`config.mk`:
```
export PLATFORM = sky130hd
export DESIGN_NAME = fcs16_unit
export DESIGN_NICKNAME = d
export VERILOG_FILES = /design/src/rtl/fcs16_pkg.sv /design/src/rtl/fcs16_accum.sv /design/src/rtl/fcs16_len_ctr.sv /design/src/rtl/fcs16_trailer.sv /design/src/rtl/fcs16_unit.sv
export SDC_FILE = /design/constraint.sdc
export NUM_CORES = 1
export LEC_CHECK = 0
export BUFFER_PORTS_ARGS = -buffer_cell sky130_fd_sc_hd__buf_2
export CORE_MARGIN = 2
export CORE_UTILIZATION = 57
export DETAILED_ROUTE_END_ITERATION = 10
export HOLD_SLACK_MARGIN = 0.06
export PLACE_DENSITY = 0.85
export RECOVER_POWER = 100
export SYNTH_ARGS = -nofsm -noshare
export SYNTH_HDL_FRONTEND = slang
export SYNTH_HIERARCHICAL = 1
export SYNTH_SLANG_ARGS = --single-unit
export TNS_END_PERCENT = 30
```
`constraint.sdc`:
```
create_clock -name clk -period 6 [get_ports clk]
set_clock_uncertainty 0.2 [all_clocks]
set_input_delay 0.9 -clock clk [delete_from_list [all_inputs] [get_ports clk]]
set_output_delay 0.9 -clock clk [all_outputs]
set_load 0.005 [all_outputs]
```
`src/rtl/fcs16_pkg.sv`:
```
package fcs16_pkg;

  localparam logic [15:0] FCS_INIT    = 16'hFFFF;
  localparam logic [15:0] FCS_RESIDUE = 16'hF0B8;

  // One byte of the reflected CRC-16 in shift/XOR form.
  function automatic logic [15:0] fcs_step(input logic [15:0] c, input logic [7:0] d);
    logic [7:0] e;
    logic [7:0] f;
    e = c[7:0] ^ d;
    f = e ^ (e << 4);
    return {8'h00, c[15:8]} ^ {f, 8'h00} ^ ({8'h00, f} << 3) ^ ({8'h00, f} >> 4);
  endfunction

endpackage

```
`src/rtl/fcs16_accum.sv`:
```
module fcs16_accum
  import fcs16_pkg::*;
(
  input  logic        clk,
  input  logic        rst_n,
  input  logic        clr,
  input  logic        take,
  input  logic [7:0]  data,
  output logic [15:0] fcs_q
);
  logic [15:0] fcs_next;

  assign fcs_next = fcs_step(fcs_q, data);

  always_ff @(posedge clk or negedge rst_n) begin
    if (!rst_n)    fcs_q <= FCS_INIT;
    else if (clr)  fcs_q <= FCS_INIT;
    else if (take) fcs_q <= fcs_next;
  end
endmodule

```
`src/rtl/fcs16_len_ctr.sv`:
```
module fcs16_len_ctr #(
  parameter int MAX_LEN  = 330,
  parameter int FCS_ROOM = 4,
  parameter int MIN_HDR  = 17,
  parameter int LW       = $clog2(MAX_LEN + 1)
) (
  input  logic          clk,
  input  logic          rst_n,
  input  logic          clr,
  input  logic          inc,
  output logic [LW-1:0] len_q,
  output logic          room,
  output logic          short_hdr
);
  localparam int LIMIT = MAX_LEN - FCS_ROOM;
  localparam logic [LW-1:0] LIMIT_V = LW'(LIMIT);
  localparam logic [LW-1:0] MINH_V  = LW'(MIN_HDR);

  assign room      = (len_q < LIMIT_V);
  assign short_hdr = (len_q < MINH_V);

  always_ff @(posedge clk or negedge rst_n) begin
    if (!rst_n)   len_q <= '0;
    else if (clr) len_q <= '0;
    else if (inc) len_q <= len_q + LW'(1);
  end
endmodule

```
`src/rtl/fcs16_trailer.sv`:
```
module fcs16_trailer (
  input  logic        clk,
  input  logic        rst_n,
  input  logic        clr,
  input  logic        cap,
  input  logic [15:0] fcs_in,
  output logic [7:0]  lo_q,
  output logic [7:0]  hi_q,
  output logic        vld_q
);
  always_ff @(posedge clk or negedge rst_n) begin
    if (!rst_n) begin
      lo_q  <= 8'h00;
      hi_q  <= 8'h00;
      vld_q <= 1'b0;
    end else if (clr) begin
      vld_q <= 1'b0;
    end else if (cap) begin
      lo_q  <= ~fcs_in[7:0];
      hi_q  <= ~fcs_in[15:8];
      vld_q <= 1'b1;
    end
  end
endmodule

```
`src/rtl/fcs16_unit.sv`:
```
module fcs16_unit
  import fcs16_pkg::*;
#(
  parameter int MAX_LEN  = 330,
  parameter int FCS_ROOM = 4,
  parameter int MIN_HDR  = 17,
  parameter int LW       = $clog2(MAX_LEN + 1)
) (
  input  logic          clk,
  input  logic          rst_n,
  input  logic          start_i,
  input  logic          byte_vld_i,
  input  logic [7:0]    byte_i,
  input  logic          finish_i,
  output logic [15:0]   fcs_o,
  output logic [LW-1:0] len_o,
  output logic          byte_rej_o,
  output logic [7:0]    tx_lo_o,
  output logic [7:0]    tx_hi_o,
  output logic          trailer_vld_o,
  output logic          crc_ok_o,
  output logic          hdr_short_o
);
  // Named internal events
  logic byte_offer_w;
  logic byte_take_w;
  logic finish_cap_w;
  logic room_w;

  assign byte_offer_w = byte_vld_i && !start_i && !finish_i;
  assign byte_take_w  = byte_offer_w && room_w;
  assign byte_rej_o   = byte_vld_i && !start_i && !finish_i && !room_w;
  assign finish_cap_w = finish_i && !start_i;

  fcs16_accum u_accum (
    .clk   (clk),
    .rst_n (rst_n),
    .clr   (start_i),
    .take  (byte_take_w),
    .data  (byte_i),
    .fcs_q (fcs_o)
  );

  fcs16_len_ctr #(
    .MAX_LEN  (MAX_LEN),
    .FCS_ROOM (FCS_ROOM),
    .MIN_HDR  (MIN_HDR),
    .LW       (LW)
  ) u_len (
    .clk       (clk),
    .rst_n     (rst_n),
    .clr       (start_i),
    .inc       (byte_take_w),
    .len_q     (len_o),
    .room      (room_w),
    .short_hdr (hdr_short_o)
  );

  fcs16_trailer u_trl (
    .clk    (clk),
    .rst_n  (rst_n),
    .clr    (start_i),
    .cap    (finish_cap_w),
    .fcs_in (fcs_o),
    .lo_q   (tx_lo_o),
    .hi_q   (tx_hi_o),
    .vld_q  (trailer_vld_o)
  );

  assign crc_ok_o = (fcs_o == FCS_RESIDUE);
endmodule

```
After elaboration in Yosys (flattened, before gate mapping)
Cells that the tools add are included.
- add/sub/neg operators: 1
- reductions and logical operators: 11
- magnitude comparators: 2
- equality and inequality tests: 1
- bitwise logic cells: 8
- mux-type cells: 6
- operator list (kind ; number):
    16-bit 2-to-1 mux ; 2
    9-bit 2-to-1 mux ; 2
    16-bit == test, second input constant ; 1
    8-bit inverter ; 2
    16-bit by 11-bit XOR with 16-bit output ; 1
    16-bit by 4-bit XOR with 16-bit output ; 1
    8-bit by 16-bit XOR with 16-bit output ; 1
    8-bit XOR ; 2
    9-bit by 1-bit adder with 9-bit output, second input constant ; 1
    9-bit by 5-bit less-than comparator with 1-bit output, second input constant ; 1
    9-bit less-than comparator, second input constant ; 1
    1-bit logical AND ; 5
    2-bit nonzero test ; 2
    1-bit logical NOT ; 3
    1-bit 2-to-1 mux ; 2
    2-bit AND reduction ; 1
    1-bit inverter ; 1
- flip-flop bits (word level): 42

Longest topological paths before layout
- depth in word-level cells: 7
- mapped depth: 8
- gate-level depth less buffers: 7

By module
The synthesis kept the hierarchy.
- modules (own cells, without submodules) (module ; area an instance (sq um) ; cells an instance ; times used):
    fcs16_accum ; 1012.2 ; 79 ; 1
    fcs16_trailer ; 698.2 ; 54 ; 1
    fcs16_len_ctr ; 479.2 ; 49 ; 1
    fcs16_unit ; 75.1 ; 8 ; 1

Worst setup path after synthesis
No wires, ideal clock.
- path type: flip-flop to flip-flop
- from: reg u_len.len_q[1]
- to: reg u_len.len_q[7]
- arrival time: 3.000 ns
- clock period less this slack: 3.277 ns
- cell stages (with the launch flop): 9
- library setup time: 0.078 ns
- data required time: 5.722 ns
- slack: 2.723 ns
- path through: dfrtp_1 a2111oi_0 nor2b_1 o21ai_0 nor4bb_1 buf_4 nand4_2 or4_1 a21oi_1
- cells in the longest elaborated chain, start to end: 3
- ends and longest elaborated chain (element ; line ; source):
    start: declaration ; fcs16_len_ctr.sv:11 ; output logic [LW-1:0] len_q,
    start signal: assignment ; fcs16_len_ctr.sv:25 ; else if (inc) len_q <= len_q + LW'(1);
    9-bit less-than comparator ; fcs16_len_ctr.sv:19 ; assign room = (len_q < LIMIT_V);
    named net room_w ; fcs16_unit.sv:28 ; logic room_w;
    1-bit logical AND ; fcs16_unit.sv:31 ; assign byte_take_w = byte_offer_w && room_w;
    named net byte_take_w ; fcs16_unit.sv:26 ; logic byte_take_w;
    2-bit nonzero test (no line) ; -- ;
The timed path passes the listed nets, and every way through them passes these cells. The select of a mux whose other input is x is not followed.
A chain may end at the register's enable or synchronous reset.

Worst setup path after layout
- from: in start_i
- to: reg u_len.len_q[7]
- cells in the longest elaborated chain, start to end: 5
- ends and longest elaborated chain (element ; line ; source):
    start: declaration ; fcs16_unit.sv:11 ; input logic start_i,
    1-bit logical NOT ; fcs16_unit.sv:30 ; assign byte_offer_w = byte_vld_i && !start_i && !finish_i;
    1-bit logical AND (2 in series) ; fcs16_unit.sv:30 ;
    1-bit logical AND ; fcs16_unit.sv:31 ;
    named net byte_take_w ; fcs16_unit.sv:26 ;
    2-bit nonzero test (no line) ; -- ;
The timed path passes the listed nets, and every way through them passes these cells.

==> out/qor.yml <==
status:
  status: "finished with violations"
  violations: "capacitance limit, slew limit"
placed_design:
  io_buffers: 57
  place_hpwl_um: 3060
  gp_congestion: 0.831
  postPlaceCellArea_mm2: 0.00257
die:
  chipWidth_um: 67.0
  die_height_um: 67.0
  rows: 22
  start_util_pct: 60.5
  io_pins: 58
  fp.dieArea_mm2: 0.00449
  placeableCoreArea_mm2: 0.00374
run:
  maxCapViolCount: 1
hold_path:
  whs_path_depth: 2
  min_to: "u_trl/vld_q"
  holdCritStartpoint: "u_trl/vld_q"
  hold_class: "flip-flop to flip-flop"
route:
  wire_per_inst_um: 14.8
  routed_wirelength_um: 4370
  route.detailed.drc: 0
  drt.antenna.violating_nets: 0
  vias: 1606
  viasPerCell: 5.43
  dr_wl_met2_um: 1970
  first_pass_iters: 4
  met1_length_um: 2090
  wl_met3_um: 268
  drtIter0Drc: 168
  top_layer: "met4"
cts:
  cts_inserted_buffers: 5
  cts.repair.resized: 0
  path_clk_slew_ns: 0.07
  cts_hold_buf: 0
  cts.sinks: 42
  cts_root_buf: "clkbuf_8"
  h-tree-depth: 2
  tritoncts: "built"
  cts_setup_buffers: 0
  clock_path_buffers: 2
  clk_latency_ns: 0.28
timing:
  slew_headroom_pct: -43.7
  finalHoldViolCount: 0
  setup_tns_ns: 0
  setup_viol: 0
  tightest_slew_ns: 2.16
  slew_viol_final: 43
  fmax_mhz: 269
  grt_setup_unrepaired: "false"
  timing.final.crit_share_pct: 62.0
  timing.hold.ws_ns: 0.297
  period_needed_ns: 3.72
critical_path:
  r2r_end: "u_len/len_q[7]"
  r2r_cells: 8
  end_kind: "flip-flop"
  crit_path_start_kind: "input pin"
  ff2ff_setup_slack_ns: 2.36
  worstReg2RegStart: "u_len/len_q[1]"
  cp_data_required_time_ns: 6.00
  crit_type: "input pin to flip-flop"
  path_max_fanout: 32
  arrival_ns: 3.72
power:
  p_per_area_mw_per_mm2: 233
  ir_worst_vdd_mv: 0.157
  p_leak_nw: 1.24
synthesis:
  ys_types: 37
  synth_top_family_by_area: "XOR/XNOR gates"
  syn_inst: 190
  syn_area_mm2: 0.00226
  synth_simple_gate_area_share_pct: 12.2
  synth_compound_area_share_pct: 8.90
  ys_seq_elements: 42
  synthMuxAreaShare_pct: 7.51
  synthesis.nets: 204
  yosysSeqAreaShare_pct: 47.3
  synth_xor_area_share_pct: 18.0
  synth_area_per_cell_um2: 11.9
  synthAdderAreaFrac_pct: 0.552
  yosys_warnings: 6
layout:
  layout-drive-gt1-share_pct: 21.0
  design_area_mm2: 0.00261
  final_nets: 261
  fillers: 292
  final_core_util_pct: 69.8
  diodes: 0
  area_growth_pct: 15.3
grt:
  grt_max_degree: 43
  grt_pass1_wl_um: 7060
  antenna_found_initial: 0
  track_usage_pct: 21.7
  overflow: 0
  grt_pass1_vias: 1442
-- sequential cells by signal, summed over array words and instances, names as in the netlist --
name           cells
u_accum/fcs_q     16
u_len/len_q        9
u_trl/hi_q         8
u_trl/vld_q        1
u_trl/lo_q         8
-- cell type report --
| class | instances | area (um^2) | share of cell area (%) |
|---|---|---|---|
| sequential | 42 | 1070 | 41.0 |
| multi-input combinational | 122 | 1060 | 40.7 |
| timing repair buffer | 58 | 270 | 10.3 |
| clock buffer | 8 | 80.1 | 3.07 |
| inverter | 18 | 67.6 | 2.59 |
| tap | 48 | 60.1 | 2.30 |
-- Yosys cell counts --
master	count	area, um^2
nor3_1	3	15.0
nor2b_1	9	56.3
nor4b_1	1	8.76
nor2_1	10	37.5
or4b_1	2	20.0
a211o_1	8	70.1
a2111oi_0	1	8.76
mux2i_1	17	170
nand4b_1	2	17.5
xor3_4	1	27.5
nand2_1	3	11.3
nand4_2	1	12.5
or4_1	5	37.5
clkbuf_2	1	5.00
ha_1	1	12.5
clkbuf_1	4	15.0
dfstp_2	16	420
nor4_2	1	12.5
nor4bb_1	1	10.0
nand2b_4	1	13.8
xor2_1	7	61.3
buf_6	1	11.3
xor2_2	1	16.3
o31ai_1	3	22.5
dfrtp_1	26	651
nand3_1	1	5.00
buf_12	1	20.0
o21ai_0	7	35.0
xnor2_2	2	32.5
a21oi_1	13	65.1
buf_4	1	7.51
inv_1	18	67.6
nand4_1	2	12.5
xor3_1	1	23.8
xnor2_1	10	87.6
or3_1	1	6.26
xnor3_1	7	158
-- worst max-delay path, cell delays in order --
cell and delay (ns):
clkbuf_1 0.53, nor4bb_4 0.44, clkbuf_1 0.81, nand4_1 0.33
or4_1 0.56, a21oi_1 0.14
-- cell families (layout without fill, tap and decap cells) --
family / after synthesis / after routing
AOI/OAI and AO/OA: 32 / 32
xor gates and xnor gates: 29 / 29
adders and majority gates: 1 / 1
buffers and inverters: 26 / 84
DFF: 42 / 42
muxes: 17 / 17
and+or+nand+nor: 43 / 43
-- cell usage in the layout (no fill, tap or decap), drive strengths merged --
cell,n
a2111oi,1
a211o,8
a21oi,13
buf,42
clkbuf,24
dfrtp,26
dfstp,16
ha,1
inv,18
mux2i,17
nand2,3
nand2b,1
nand3,1
nand4,3
nand4b,2
nor2,10
nor2b,9
nor3,3
nor4,1
nor4b,1
nor4bb,1
o21ai,7
o31ai,3
or3,1
or4,5
or4b,2
xnor2,12
xnor3,7
xor2,8
xor3,2
-- metrics by stage --
step	total power, mW	setup WS (ns)	std cells
floorplan	0.409	2.72	190
finish	0.610	2.28	296
CTS	0.623	3.03	296
detailed placement	0.451	3.02	288
global route	0.642	2.07	296
global placement	0.447	3.06	288
-- where the power goes --
| group | internal (mW) | total [mW] | switching, mW |
|---|---|---|---|
| Clock | 0.0826 | 0.170 | 0.0870 |
| Combinational | 0.0652 | 0.118 | 0.0525 |
| Sequential | 0.305 | 0.322 | 0.0172 |
-- per-layer routing --
metal,global-route usage (%),up-vias
met5,0,-
met4,6.89,0
met3,5.57,5
met2,31.2,56
met1,32.0,772
li1,-,773
-- worst max path at each step --
| stage | startpoint | endpoint | slack [ns] | cells after the start |
|---|---|---|---|---|
| 2_1_floorplan | u_len/len_q[1] | u_len/len_q[7] | 2.72 | 8 |
| 3_3_place_gp | start_i | u_len/len_q[7] | 3.06 | 6 |
| 3_5_place_dp | start_i | u_len/len_q[7] | 3.02 | 6 |
| 4_1_cts | u_len/len_q[1] | u_len/len_q[7] | 3.03 | 8 |
| 5_1_grt | u_len/len_q[3] | u_len/len_q[7] | 2.07 | 8 |
| 6_report | start_i | u_len/len_q[7] | 2.28 | 6 |
Note: power is estimated with default switching activity, not from simulation.
